==> config.mk <==
export PLATFORM = sky130hd
export DESIGN_NAME = gate_input_filter
export DESIGN_NICKNAME = d
export VERILOG_FILES = /design/src/rtl/gif_pkg.sv /design/src/rtl/gif_sync.sv /design/src/rtl/gif_sym_filter.sv /design/src/rtl/gif_hs_filter.sv /design/src/rtl/gate_input_filter.sv
export SDC_FILE = /design/constraint.sdc
export NUM_CORES = 1
export LEC_CHECK = 0
export BUFFER_PORTS_ARGS = -buffer_cell sky130_fd_sc_hd__clkbuf_2
export CAP_MARGIN = 20
export CORE_MARGIN = 3
export CORE_UTILIZATION = 45
export CTS_BUF_LIST = sky130_fd_sc_hd__clkbuf_4 sky130_fd_sc_hd__clkbuf_8
export DETAILED_ROUTE_END_ITERATION = 7
export PLACE_DENSITY = 0.71
export SKIP_LAST_GASP = 1
export SLEW_MARGIN = 10
export SYNTH_ARGS = -nofsm -noshare
export SYNTH_HDL_FRONTEND = slang
export SYNTH_SLANG_ARGS = --single-unit
==> constraint.sdc <==
create_clock -name clk -period 4.7 [get_ports clk]
set_input_delay 0.94 -clock clk [delete_from_list [all_inputs] [get_ports clk]]
set_output_delay 0.94 -clock clk [all_outputs]
set_load 0.01 [all_outputs]
==> src/rtl/gif_pkg.sv <==
// Shared definitions for the gate command pulse filter.
// Assumes: nothing beyond the standard language.
package gif_pkg;

    // State of one high-side filter channel.
    typedef enum logic [1:0] {
        HS_OFF  = 2'd0,   // output off, watching for a held turn-on
        HS_ON   = 2'd1,   // output on, timing any off-pulse
        HS_HOLD = 2'd2    // output off, minimum off-time still running
    } hs_state_e;

    // Larger of two integers, for sizing counters at elaboration.
    function automatic int max2(input int a, input int b);
        return (a > b) ? a : b;
    endfunction

endpackage

==> src/rtl/gif_sync.sv <==
// Two-stage synchroniser for a bus of independent active-low commands.
// Assumes: every bit is an unrelated asynchronous level, and reset
// leaves each stage at the inactive level (1).
module gif_sync #(
    parameter int WIDTH = 6
) (
    input  logic             clk,
    input  logic             rst_n,
    input  logic [WIDTH-1:0] d_async,
    output logic [WIDTH-1:0] q_sync
);

    logic [WIDTH-1:0] meta_q;

    // Two flops in series: the first may go metastable, the second resolves it.
    always_ff @(posedge clk) begin
        if (!rst_n) begin
            meta_q <= '1;
            q_sync <= '1;
        end else begin
            meta_q <= d_async;
            q_sync <= meta_q;
        end
    end

endmodule

==> src/rtl/gif_sym_filter.sv <==
// Symmetric level filter for one command. The output takes a new input
// level only after that level has been sampled on FILT_CYC consecutive
// clocks, and it treats both directions the same way.
// Assumes: FILT_CYC >= 1 and an input that is already synchronous.
module gif_sym_filter #(
    parameter int FILT_CYC = 54
) (
    input  logic clk,
    input  logic rst_n,
    input  logic cmd_s,
    output logic cmd_f
);

    localparam int              CW   = $clog2(FILT_CYC + 1);
    localparam logic [CW-1:0]   LAST = CW'(FILT_CYC - 1);

    logic [CW-1:0] cnt_q;

    // Count clocks of disagreement; adopt the input once the count completes.
    always_ff @(posedge clk) begin
        if (!rst_n) begin
            cmd_f <= 1'b1;
            cnt_q <= '0;
        end else if (cmd_s == cmd_f) begin
            cnt_q <= '0;
        end else if (cnt_q == LAST) begin
            cmd_f <= cmd_s;
            cnt_q <= '0;
        end else begin
            cnt_q <= cnt_q + 1'b1;
        end
    end

endmodule

==> src/rtl/gif_hs_filter.sv <==
// Asymmetric filter for one high-side command.
// A turn-on must be held for ON_CYC clocks. An off-pulse shorter than
// OFF_SHORT_CYC clocks is dropped. Any longer off-pulse turns the output
// off, and the output then stays off until OFF_LONG_CYC clocks have passed
// since the pulse began. After that, the normal turn-on filter applies.
// Assumes: ON_CYC >= 1, OFF_SHORT_CYC >= 1, OFF_LONG_CYC > OFF_SHORT_CYC,
// and an input that is already synchronous.
module gif_hs_filter
    import gif_pkg::*;
#(
    parameter int ON_CYC        = 54,
    parameter int OFF_SHORT_CYC = 44,
    parameter int OFF_LONG_CYC  = 80
) (
    input  logic clk,
    input  logic rst_n,
    input  logic cmd_s,
    output logic cmd_f
);

    localparam int            CW         = $clog2(max2(ON_CYC, OFF_LONG_CYC) + 1);
    localparam logic [CW-1:0] ON_LAST    = CW'(ON_CYC - 1);
    localparam logic [CW-1:0] SHORT_LAST = CW'(OFF_SHORT_CYC - 1);
    localparam logic [CW-1:0] HOLD_LAST  = CW'(OFF_LONG_CYC - OFF_SHORT_CYC - 1);

    hs_state_e     state_q;
    logic [CW-1:0] cnt_q;

    // Single counter shared by the three phases: on filter, off-pulse timer, hold timer.
    always_ff @(posedge clk) begin
        if (!rst_n) begin
            state_q <= HS_OFF;
            cnt_q   <= '0;
        end else begin
            case (state_q)
                HS_OFF: begin
                    if (cmd_s) begin
                        cnt_q <= '0;
                    end else if (cnt_q == ON_LAST) begin
                        state_q <= HS_ON;
                        cnt_q   <= '0;
                    end else begin
                        cnt_q <= cnt_q + 1'b1;
                    end
                end
                HS_ON: begin
                    if (!cmd_s) begin
                        cnt_q <= '0;
                    end else if (cnt_q == SHORT_LAST) begin
                        state_q <= HS_HOLD;
                        cnt_q   <= '0;
                    end else begin
                        cnt_q <= cnt_q + 1'b1;
                    end
                end
                HS_HOLD: begin
                    if (cnt_q == HOLD_LAST) begin
                        state_q <= HS_OFF;
                        cnt_q   <= '0;
                    end else begin
                        cnt_q <= cnt_q + 1'b1;
                    end
                end
                default: begin
                    state_q <= HS_OFF;
                    cnt_q   <= '0;
                end
            endcase
        end
    end

    // The output is on only in the ON state; the state is a register, so there are no glitches.
    assign cmd_f = (state_q != HS_ON);

endmodule

==> src/rtl/gate_input_filter.sv <==
// Top of the gate command pulse filter: synchronises the raw active-low
// commands of N_LEGS bridge legs and filters each one. Low-side channels
// use a symmetric filter and high-side channels an asymmetric one.
// Assumes: raw commands are asynchronous levels. All time constants are
// counted in clk cycles, with HS_OFF_LONG_CYC > HS_OFF_SHORT_CYC >= 1.
module gate_input_filter #(
    parameter int N_LEGS           = 3,
    parameter int LS_FILT_CYC      = 54,
    parameter int HS_ON_CYC        = 54,
    parameter int HS_OFF_SHORT_CYC = 44,
    parameter int HS_OFF_LONG_CYC  = 80
) (
    input  logic              clk,
    input  logic              rst_n,
    input  logic [N_LEGS-1:0] ls_cmd_n,
    input  logic [N_LEGS-1:0] hs_cmd_n,
    output logic [N_LEGS-1:0] ls_out_n,
    output logic [N_LEGS-1:0] hs_out_n
);

    localparam int NCH = 2 * N_LEGS;

    logic [NCH-1:0]    raw_all;
    logic [NCH-1:0]    sync_all;
    logic [N_LEGS-1:0] ls_sync;
    logic [N_LEGS-1:0] hs_sync;

    // Bring all commands into the clock domain through one synchroniser bank.
    assign raw_all = {hs_cmd_n, ls_cmd_n};

    gif_sync #(.WIDTH(NCH)) u_sync (
        .clk     (clk),
        .rst_n   (rst_n),
        .d_async (raw_all),
        .q_sync  (sync_all)
    );

    assign ls_sync = sync_all[N_LEGS-1:0];
    assign hs_sync = sync_all[NCH-1:N_LEGS];

    // One symmetric filter per low-side command and one asymmetric filter per high-side command.
    for (genvar g = 0; g < N_LEGS; g++) begin : g_leg
        gif_sym_filter #(.FILT_CYC(LS_FILT_CYC)) u_ls (
            .clk   (clk),
            .rst_n (rst_n),
            .cmd_s (ls_sync[g]),
            .cmd_f (ls_out_n[g])
        );

        gif_hs_filter #(
            .ON_CYC        (HS_ON_CYC),
            .OFF_SHORT_CYC (HS_OFF_SHORT_CYC),
            .OFF_LONG_CYC  (HS_OFF_LONG_CYC)
        ) u_hs (
            .clk   (clk),
            .rst_n (rst_n),
            .cmd_s (hs_sync[g]),
            .cmd_f (hs_out_n[g])
        );
    end

endmodule

# == Word-level counts from Yosys, hierarchy flattened ==
# Cells that the tools add are included.
# totals
romBits,0
reg_bits,60
out_inout_bits,6
mem_count,0
ramBits,0
latchBits,0
# op_classes
reduce_logical,12
bitwise,4
multipliers,0
n_mux,36
eq_ne,39
magnitude_cmp,0
addsub,6
n_div,0
shift,0
# ops
op,n
$mux W7,15
$eq A7 B6 Y1 const B,9
$pmux W7 S3,3
$mux W2,15
$ne A2 B1 Y1 const B,12
$add A7 B1 Y7 const B,3
$add A6 B1 Y6 const B,3
$eq A6 B6 Y1 const B,3
$pmux W2 S3,3
$reduce_and A5 Y1,3
$ne A2 B2 Y1 const B,6
$reduce_or A3 Y1,3
$eq A2 B1 Y1 const B,3
$eq A2 B2 Y1 const B,3
$logic_not A2 Y1,3
$reduce_and A2 Y1,3
$not A1 Y1,4
$eq A1 B1 Y1,3

# == Depth between registers and ports, before layout ==
# Gate-level depths: netlist of run 1.
# depth
ltp_word,4
mapped_depth,6
mapped_depth_nobuf,6

# == Cells and area by module ==
# From an unflattened synthesis of run 1, not the netlist that was laid out.
# hier_totals
hier_cells,268
area_unflattened_um2,2745.1
# by_module_without_submodules
module,instances,area_each_um2,cells_each
gif_hs_filter,3,496.7,51
gif_sym_filter,3,305.3,30
gif_sync,1,339.1,25

# == Least setup slack after synthesis of run 1 ==
# OpenSTA, ideal clock, no wires.
# synth_path
path_type,register to output
from,register g_leg[1].u_hs.state_q[1]
to,output port hs_out_n[1]
n_path_buf,1
path_slack_ns,3.068
path_stages_with_launch,3
arrival_time_ns,0.692
t_required_ns,3.760
cell_sequence,dfxtp_1 -> nand2b_1 -> buf_4
# synth_between
elab_chain_cells,1
# synth_lines
item,line_no,text
from (decl),gif_hs_filter.sv:26,hs_state_e state_q;
from (signal assigned),gif_hs_filter.sv:32,state_q <= HS_OFF;
from (signal assigned),gif_hs_filter.sv:40,state_q <= HS_ON;
from (signal assigned),gif_hs_filter.sv:50,state_q <= HS_HOLD;
$ne A2 B1 Y1,gif_hs_filter.sv:73,assign cmd_f = (state_q != HS_ON);
to (decl),gate_input_filter.sv:18,output logic [N_LEGS-1:0] hs_out_n
# No other way between the ends.

# == Worst setup path after layout of run 1 ==
# Ends and elaborated chain as after synthesis.

==> impl_metrics.toml, run 1 <==
[status]
status = "complete, no violations"

[pwr]
ir_worst_vdd_mv = 0.253
switching_share_pct = 21.2
clkPwrFrac_pct = 44.4
seqPwrFrac_pct = 53.6
p_switching_uw = 206
p_int_uw = 763
combPwrFrac_pct = 2.0
power_density_nw_per_um2 = 334
p_leak_uw = 0.00104

[floorplan]
die_h_um = 82.4
io_pins = 14
num_rows = 27
die_x_um = 82.4
fp.dieArea_um2 = 6790
initial_core_util_pct = 47.1
core_area_um2 = 5570

[cts]
cts_buffer_depth = 2
numCtsBuffers = 9
cts-resized-gates = 0
cts_tree = "yes"
root_buffer = "clkbuf_8"
insertion_delay_ns = 0.34
cts_setup_buffers = 0
clock_sinks = 60
holdBufCountCts = 0
h-tree-depth = 3
path_clk_slew_ns = 0.06

[sta]
fin_tns_setup_ns = 0
worstMarginPinSlew_ns = 0.579
period_needed_ns = 2.08
setup_slack_ns = 2.62
slew_headroom_pct = 61.4
timing.final.crit_share_pct = 44.3
fmax_ghz = 0.480
report.final.slew_viol_count = 0
rsz0062_at_grt = "no"
finalHoldViolCount = 0
finalSetupViolations = 0
clock_skew_ns = 0.00615
timing.hold.ws_ns = 0.409

[route]
drc = 0
vias = 1747
drt-total-wl_um = 3950
wire_per_inst_um = 11.1
postRouteAntennaNets = 0
via_per_inst = 4.89
drt_iter0_drc = 52
firstDrtPassIters = 4

[finish]
layout-drive-gt1-share_pct = 14.0
diodes = 0
syn2layout_area_growth_pct = 10.5
finalNetCount = 300
instances_no_fill = 357

[critical_path]
critPathRequiredTime_ns = 3.76
start_kind = "flip-flop"
end_kind = "output pin"
critPathKind = "flip-flop to output pin"
path_max_fanout = 5
cp.arrival_ns = 1.14

[logic_synthesis]
netlist_instances = 267
synth.distinct_cells = 37
ys_ff_latch = 60
synthesis.nets = 287
synth_area_um2 = 2630
yosysWarnings = 0
async_reset_ff_share_pct = 0
synth_edf_count = 0
yosysSeqAreaShare_pct = 45.7
avgSynthCellArea_um2 = 9.84
ys.flop_type = "dfxtp_1"

[global_route]
grt_util_all_layers_pct = 14.0
grt_start_max_net_pins = 28
grt_pass1_vias = 1635
grt_pass1_wl_um = 7020
antenna_found_initial = 0
overflow = 0

[place]
port_buffers = 13
dp_hpwl_um = 2810
numPlacedInstances = 341
place_congestion = 0.776
pre_cts_ws_ns = 2.66

[run]
drv_cap = 0

[min_path]
min_path_type = "flip-flop to flip-flop"
[power by group through the flow]
stage / clock network (µW) / logic, µW / registers [µW]
after floorplan: 0 / 15.1 / 529
after global placement: 0 / 19.5 / 530
after detailed placement: 0 / 20.0 / 530
after CTS: 446 / 20.1 / 519
after global routing: 469 / 22.1 / 519
final: 431 / 19.4 / 519
[metrics by stage]
stage	instance area, µm²	total power, µW	utilization [%]
floorplan	2630	544	-
global placement	2710	549	48.6
detailed placement	2710	550	48.6
CTS	2900	985	52.1
global route	2900	1010	52.1
finish	2900	969	52.1
[routing by layer]
layer / wire (µm) / track usage [%]
met1: 1850 / 15.4
met2: 1830 / 22.2
met3: 194 / 7.16
met4: 80 / 6.81
met5: 0 / 0
[worst max-delay path: stages (launching register included)]
cell and delay, ns:
dfxtp_1 0.43, nand2b_1 0.23, clkbuf_2 0.16
[final timing paths]
kind / start / cells after the start / to / slack (ns)
max: g_leg[1].u_hs.state_q[1]$_SDFFE_PN0P_ / 2 / hs_out_n[1] / 2.62
min: u_sync.meta_q[2]$_SDFF_PN1_ / 1 / u_sync.q_sync[2]$_SDFF_PN1_ / 0.41
min reg2reg: u_sync.meta_q[2]$_SDFF_PN1_ / 1 / u_sync.q_sync[2]$_SDFF_PN1_ / 0.41
max reg2reg: g_leg[2].u_hs.cnt_q[0]$_SDFF_PN0_ / 5 / g_leg[2].u_hs.cnt_q[6]$_SDFF_PN0_ / 3.03
[synth_stat cells, types with 2 or more instances]
| cell type | number | area [µm²] |
|---|---|---|
| buf_4 | 8 | 60.1 |
| o211ai_1 | 2 | 15.0 |
| xor2_1 | 16 | 140 |
| and4bb_2 | 2 | 25.0 |
| nand4_1 | 6 | 37.5 |
| a2111oi_4 | 2 | 55.1 |
| nor3b_1 | 3 | 22.5 |
| o311ai_4 | 3 | 78.8 |
| ha_1 | 12 | 150 |
| nand3_1 | 17 | 85.1 |
| xnor2_1 | 14 | 123 |
| o21a_1 | 2 | 15.0 |
| clkbuf_1 | 2 | 7.51 |
| and3_1 | 4 | 25.0 |
| nor2_1 | 49 | 184 |
| and2_1 | 2 | 12.5 |
| inv_1 | 9 | 33.8 |
| dfxtp_1 | 60 | 1200 |
| o21ai_0 | 2 | 10.0 |
| nand2_1 | 10 | 37.5 |
| nor2b_1 | 4 | 25.0 |
| a32oi_1 | 2 | 17.5 |
| nand2b_1 | 18 | 113 |
| a21oi_1 | 5 | 25.0 |
[cell usage in the layout, fill, tap and decap left out, types with 3 or more instances in the layout]
cell	n
nand2_1	10
nor2_1	49
clkbuf_8	12
nand4_1	6
nand2b_1	18
o311ai_4	3
nor3b_1	3
dfxtp_1	60
clkbuf_2	13
nor2b_1	4
and3_1	4
a21oi_1	5
xnor2_1	14
inv_1	9
ha_1	12
xor2_1	16
nand3_1	17
[final cells by class]
| cell class | count | area [µm²] |
|---|---|---|
| multi-input combinational | 187 | 1320 |
| tap | 72 | 90.1 |
| inverter | 9 | 33.8 |
| timing repair buffer | 13 | 65.1 |
| clock buffer | 13 | 173 |
| sequential | 60 | 1200 |
| clock inverter | 3 | 20.0 |
| fill | 525 | 2670 |
[sequential cells by signal, indices dropped and copies added, names as in the netlist]
name and cells:
g_leg.u_hs.state_q 6, u_sync.meta_q 6, u_sync.q_sync 6, g_leg.u_ls.cnt_q 18
g_leg.u_ls.cmd_f 3, g_leg.u_hs.cnt_q 21
[logic make-up (layout without fill, tap and decap cells)]
family	Yosys count	after routing	share of synthesized area [%]
AO/OA/AOI/OAI	22	22	9.67
XOR/XNOR	30	30	10.0
adder cells (fa/ha/maj)	12	12	5.71
buffers and inverters	20	38	4.05
flip-flops	60	60	45.7
multiplexers	1	1	0.381
AND/OR/NAND/NOR	122	122	24.5
(Power assumes the default switching activity.)
==> run 2: changes to the inputs <==
- ABC_AREA: default -> 1
- PLACE_DENSITY: 0.71 -> 0.73
- clock period: 4.7 -> 1.7 ns (I/O delays scaled with it)
==> run 2 against run 1 <==
First-iteration DRC count grew 15%. Sequential share of layout area shrank 1.5 points. Critical path depth grew 6. Die area grew 3.2%. Wire length grew 4.6%. Worst setup slack lost 2.4 ns. Worst hold slack lost 0.22 ns. Synthesized cell count grew 30%. Count of clock-buffer cells in the layout shrank 1. Via count grew 18%. Sequential cell count is the same. Clock skew is essentially flat.
==> impl_metrics.toml, run 2 <==
[pwr]
p_int_uw = 2090
power_density_nw_per_um2 = 883
combPwrFrac_pct = 2.3
seqPwrFrac_pct = 53.9
power.total_uw = 2660
p_leak_uw = 0.00123
p_switching_uw = 569
clkPwrFrac_pct = 43.8
switching_share_pct = 21.4
ir_worst_vdd_mv = 0.629

[logic_synthesis]
synth.distinct_cells = 29
synth_most_common_cell = "dfxtp_1"
ys_top_cells_by_area = "dfxtp_1 44%, nor2_1 8.0%, nand3_1 6.1%"
ys_ff_latch = 60
avgSynthCellArea_um2 = 7.84
yosys-top-cells-count = "60 x dfxtp_1, 58 x nor2_1, 42 x inv_1"
yosysSeqAreaShare_pct = 44.2
async_reset_ff_share_pct = 0
netlist_instances = 347
yosysTopAreaCell = "dfxtp_1"
synth_top_area_share_pct = 44.2
synth_area_um2 = 2720
synthesis.nets = 367
yosysWarnings = 0
synth_edf_count = 0
ys.flop_type = "dfxtp_1"

[critical_path]
rrSetupSlack_ns = 0.25
worst_r2r_path_depth = 8
start_kind = "flip-flop"
cp-startpoint = "g_leg[1].u_hs.cnt_q[0]$_SDFF_PN0_"
path_max_fanout = 4
slowest_delay_ns = 0.38
cp.arrival_ns = 1.67
worstPathCellList = "ha_1 -> inv_2 -> nor2_2 -> nand3_1 -> nand2_2 -> nand2_1 -> nor3_1 -> nor2_1"
regToRegEndpoint = "g_leg[1].u_hs.state_q[0]$_SDFFE_PN0P_"
worstReg2RegStart = "g_leg[1].u_hs.cnt_q[0]$_SDFF_PN0_"
critPathKind = "flip-flop to flip-flop"
cp_slowest_cell = "dfxtp_1"
end_kind = "flip-flop"
critPathRequiredTime_ns = 1.92

[sta]
period_needed_ns = 1.45
worstMarginPinSlew_ns = 0.326
fin_tns_setup_ns = 0
finalHoldViolCount = 0
report.final.slew_viol_count = 0
fmax_ghz = 0.692
timing.final.crit_share_pct = 85.0
rsz0062_at_grt = "no"
clock_skew_ns = 0.00640
finalSetupViolations = 0
slew_headroom_pct = 78.2

[finish]
reg_top3 = "g_leg.u_hs.cnt_q: 21 flops, g_leg.u_ls.cnt_q: 18 flops"
finalNetCount = 383
layout_commonest_cell = "dfxtp_1"
layout-drive-gt1-share_pct = 17.7
fill_cells = 551
largest-register = "g_leg.u_hs.cnt_q"
diodes = 0
largest_register_ffs = 21
syn2layout_area_growth_pct = 10.7
final_cell_mix = "60 x dfxtp_1, 58 x nor2_1, 42 x inv_1, 36 x nand2_1, 33 x nand3_1"

[cts]
cts_tree = "yes"
clock_sinks = 60
holdBufCountCts = 0
root_buffer = "clkbuf_8"
numCtsBuffers = 9
cts-resized-gates = 0
cts_setup_buffers = 0
path_clk_slew_ns = 0.07
h-tree-depth = 3
insertion_delay_ns = 0.33
cts_buffer_depth = 2

[status]
status = "complete, no violations"

[route]
postRouteAntennaNets = 0
drt_iter0_drc = 60
drt-total-wl_um = 4130
via_per_inst = 4.68
vias = 2058
wire_per_inst_um = 9.39
firstDrtPassIters = 4
drc = 0

[global_route]
grt_start_max_net_pins = 22
grt_util_all_layers_pct = 13.4
grt_pass1_vias = 1897
antenna_found_initial = 0
grt_pass1_wl_um = 7650
overflow = 0

[min_path]
min_to = "u_sync.meta_q[2]$_SDFF_PN1_"
hp-start = "ls_cmd_n[2]"
min_path_type = "primary input to flip-flop"
worstHoldPathCells = 2

[floorplan]
num_rows = 27
initial_core_util_pct = 47.9
die_h_um = 83.7
io_pins = 14
fp.dieArea_um2 = 7010
die_x_um = 83.7
core_area_um2 = 5680

[place]
dp_hpwl_um = 3030
port_buffers = 13
place_congestion = 0.799

[run]
drv_cap = 0
==> run 2: changes by cell type in the layout (fill, tap and decap cells not counted), moves of 10 or more <==
cell and delta:
inv_1 +33, nand2_1 +26, nand2b_1 -18, nand3_1 +16, or2_2 +12, xnor2_1 -10
==> run 2: per-stage QoR <==
stage               utilization [%]  worst slack, ns  std cells  instance area (µm²)  hold WS (ns)
global placement               49.7            0.349        424                 2820         0.394
detailed placement             49.7            0.248        424                 2820         0.401
CTS                            53.0            0.242        440                 3010         0.170
floorplan                         -            0.434        347                 2720         0.393
finish                         53.0            0.255        440                 3010         0.192
global route                   53.0            0.119        440                 3010         0.175
==> run 2: logic make-up (layout without fill, tap and decap cells) <==
| kind of cell | after synthesis | after routing | synth area share (%) |
|---|---|---|---|
| AND/OR/NAND/NOR | 175 | 175 | 30.5 |
| flip-flops | 60 | 60 | 44.2 |
| buffers and inverters | 56 | 77 | 8.56 |
| AO/OA/AOI/OAI | 26 | 26 | 5.48 |
| XOR/XNOR | 18 | 18 | 5.80 |
| adder cells (fa/ha/maj) | 12 | 12 | 5.52 |
==> run 2: worst max-delay path by stage <==
stage and endpoint:
6_report g_leg[1].u_hs.state_q[0]$_SDFFE_PN0P_, 5_1_grt g_leg[1].u_hs.state_q[1]$_SDFFE_PN0P_, 4_1_cts g_leg[1].u_hs.state_q[0]$_SDFFE_PN0P_, 3_5_place_dp g_leg[1].u_hs.state_q[0]$_SDFFE_PN0P_
3_3_place_gp g_leg[1].u_hs.state_q[1]$_SDFFE_PN0P_, 2_1_floorplan g_leg[1].u_hs.state_q[1]$_SDFFE_PN0P_
==> run 2: critical path, delay by kind of cell (launching register included) <==
family	cells	cell delay [ns]
buffers and inverters	1	0.05
adders and majority gates	1	0.26
and+or+nand+nor	6	0.64
DFF	1	0.38
==> run 2: per-layer routing <==
layer	global-route usage (%)	wire length, µm	vias to the layer above
met5	0	0	-
met4	6.58	89	0
met3	5.23	139	7
met2	21.4	1900	27
met1	15.8	2000	904
li1	-	-	1120
==> run 2: final cells by class <==
cell class | instances | area (µm²) | share of cell area, %
Multi-Input combinational cell | 231 | 1280 | 42.7
Sequential cell | 60 | 1200 | 39.9
Inverter | 48 | 180 | 5.99
Clock buffer | 12 | 165 | 5.49
Tap cell | 72 | 90.1 | 2.99
Timing Repair Buffer | 13 | 65.1 | 2.16
Clock inverter | 4 | 22.5 | 0.748
==> run 2: power by group through the flow <==
stage | registers (µW) | clock network (µW) | logic (µW)
after floorplan | 1460 | 0 | 43.9
after global placement | 1470 | 0 | 61.0
after detailed placement | 1470 | 0 | 62.0
after CTS | 1430 | 1210 | 62.3
after global routing | 1440 | 1280 | 70.6
final | 1430 | 1160 | 60.8
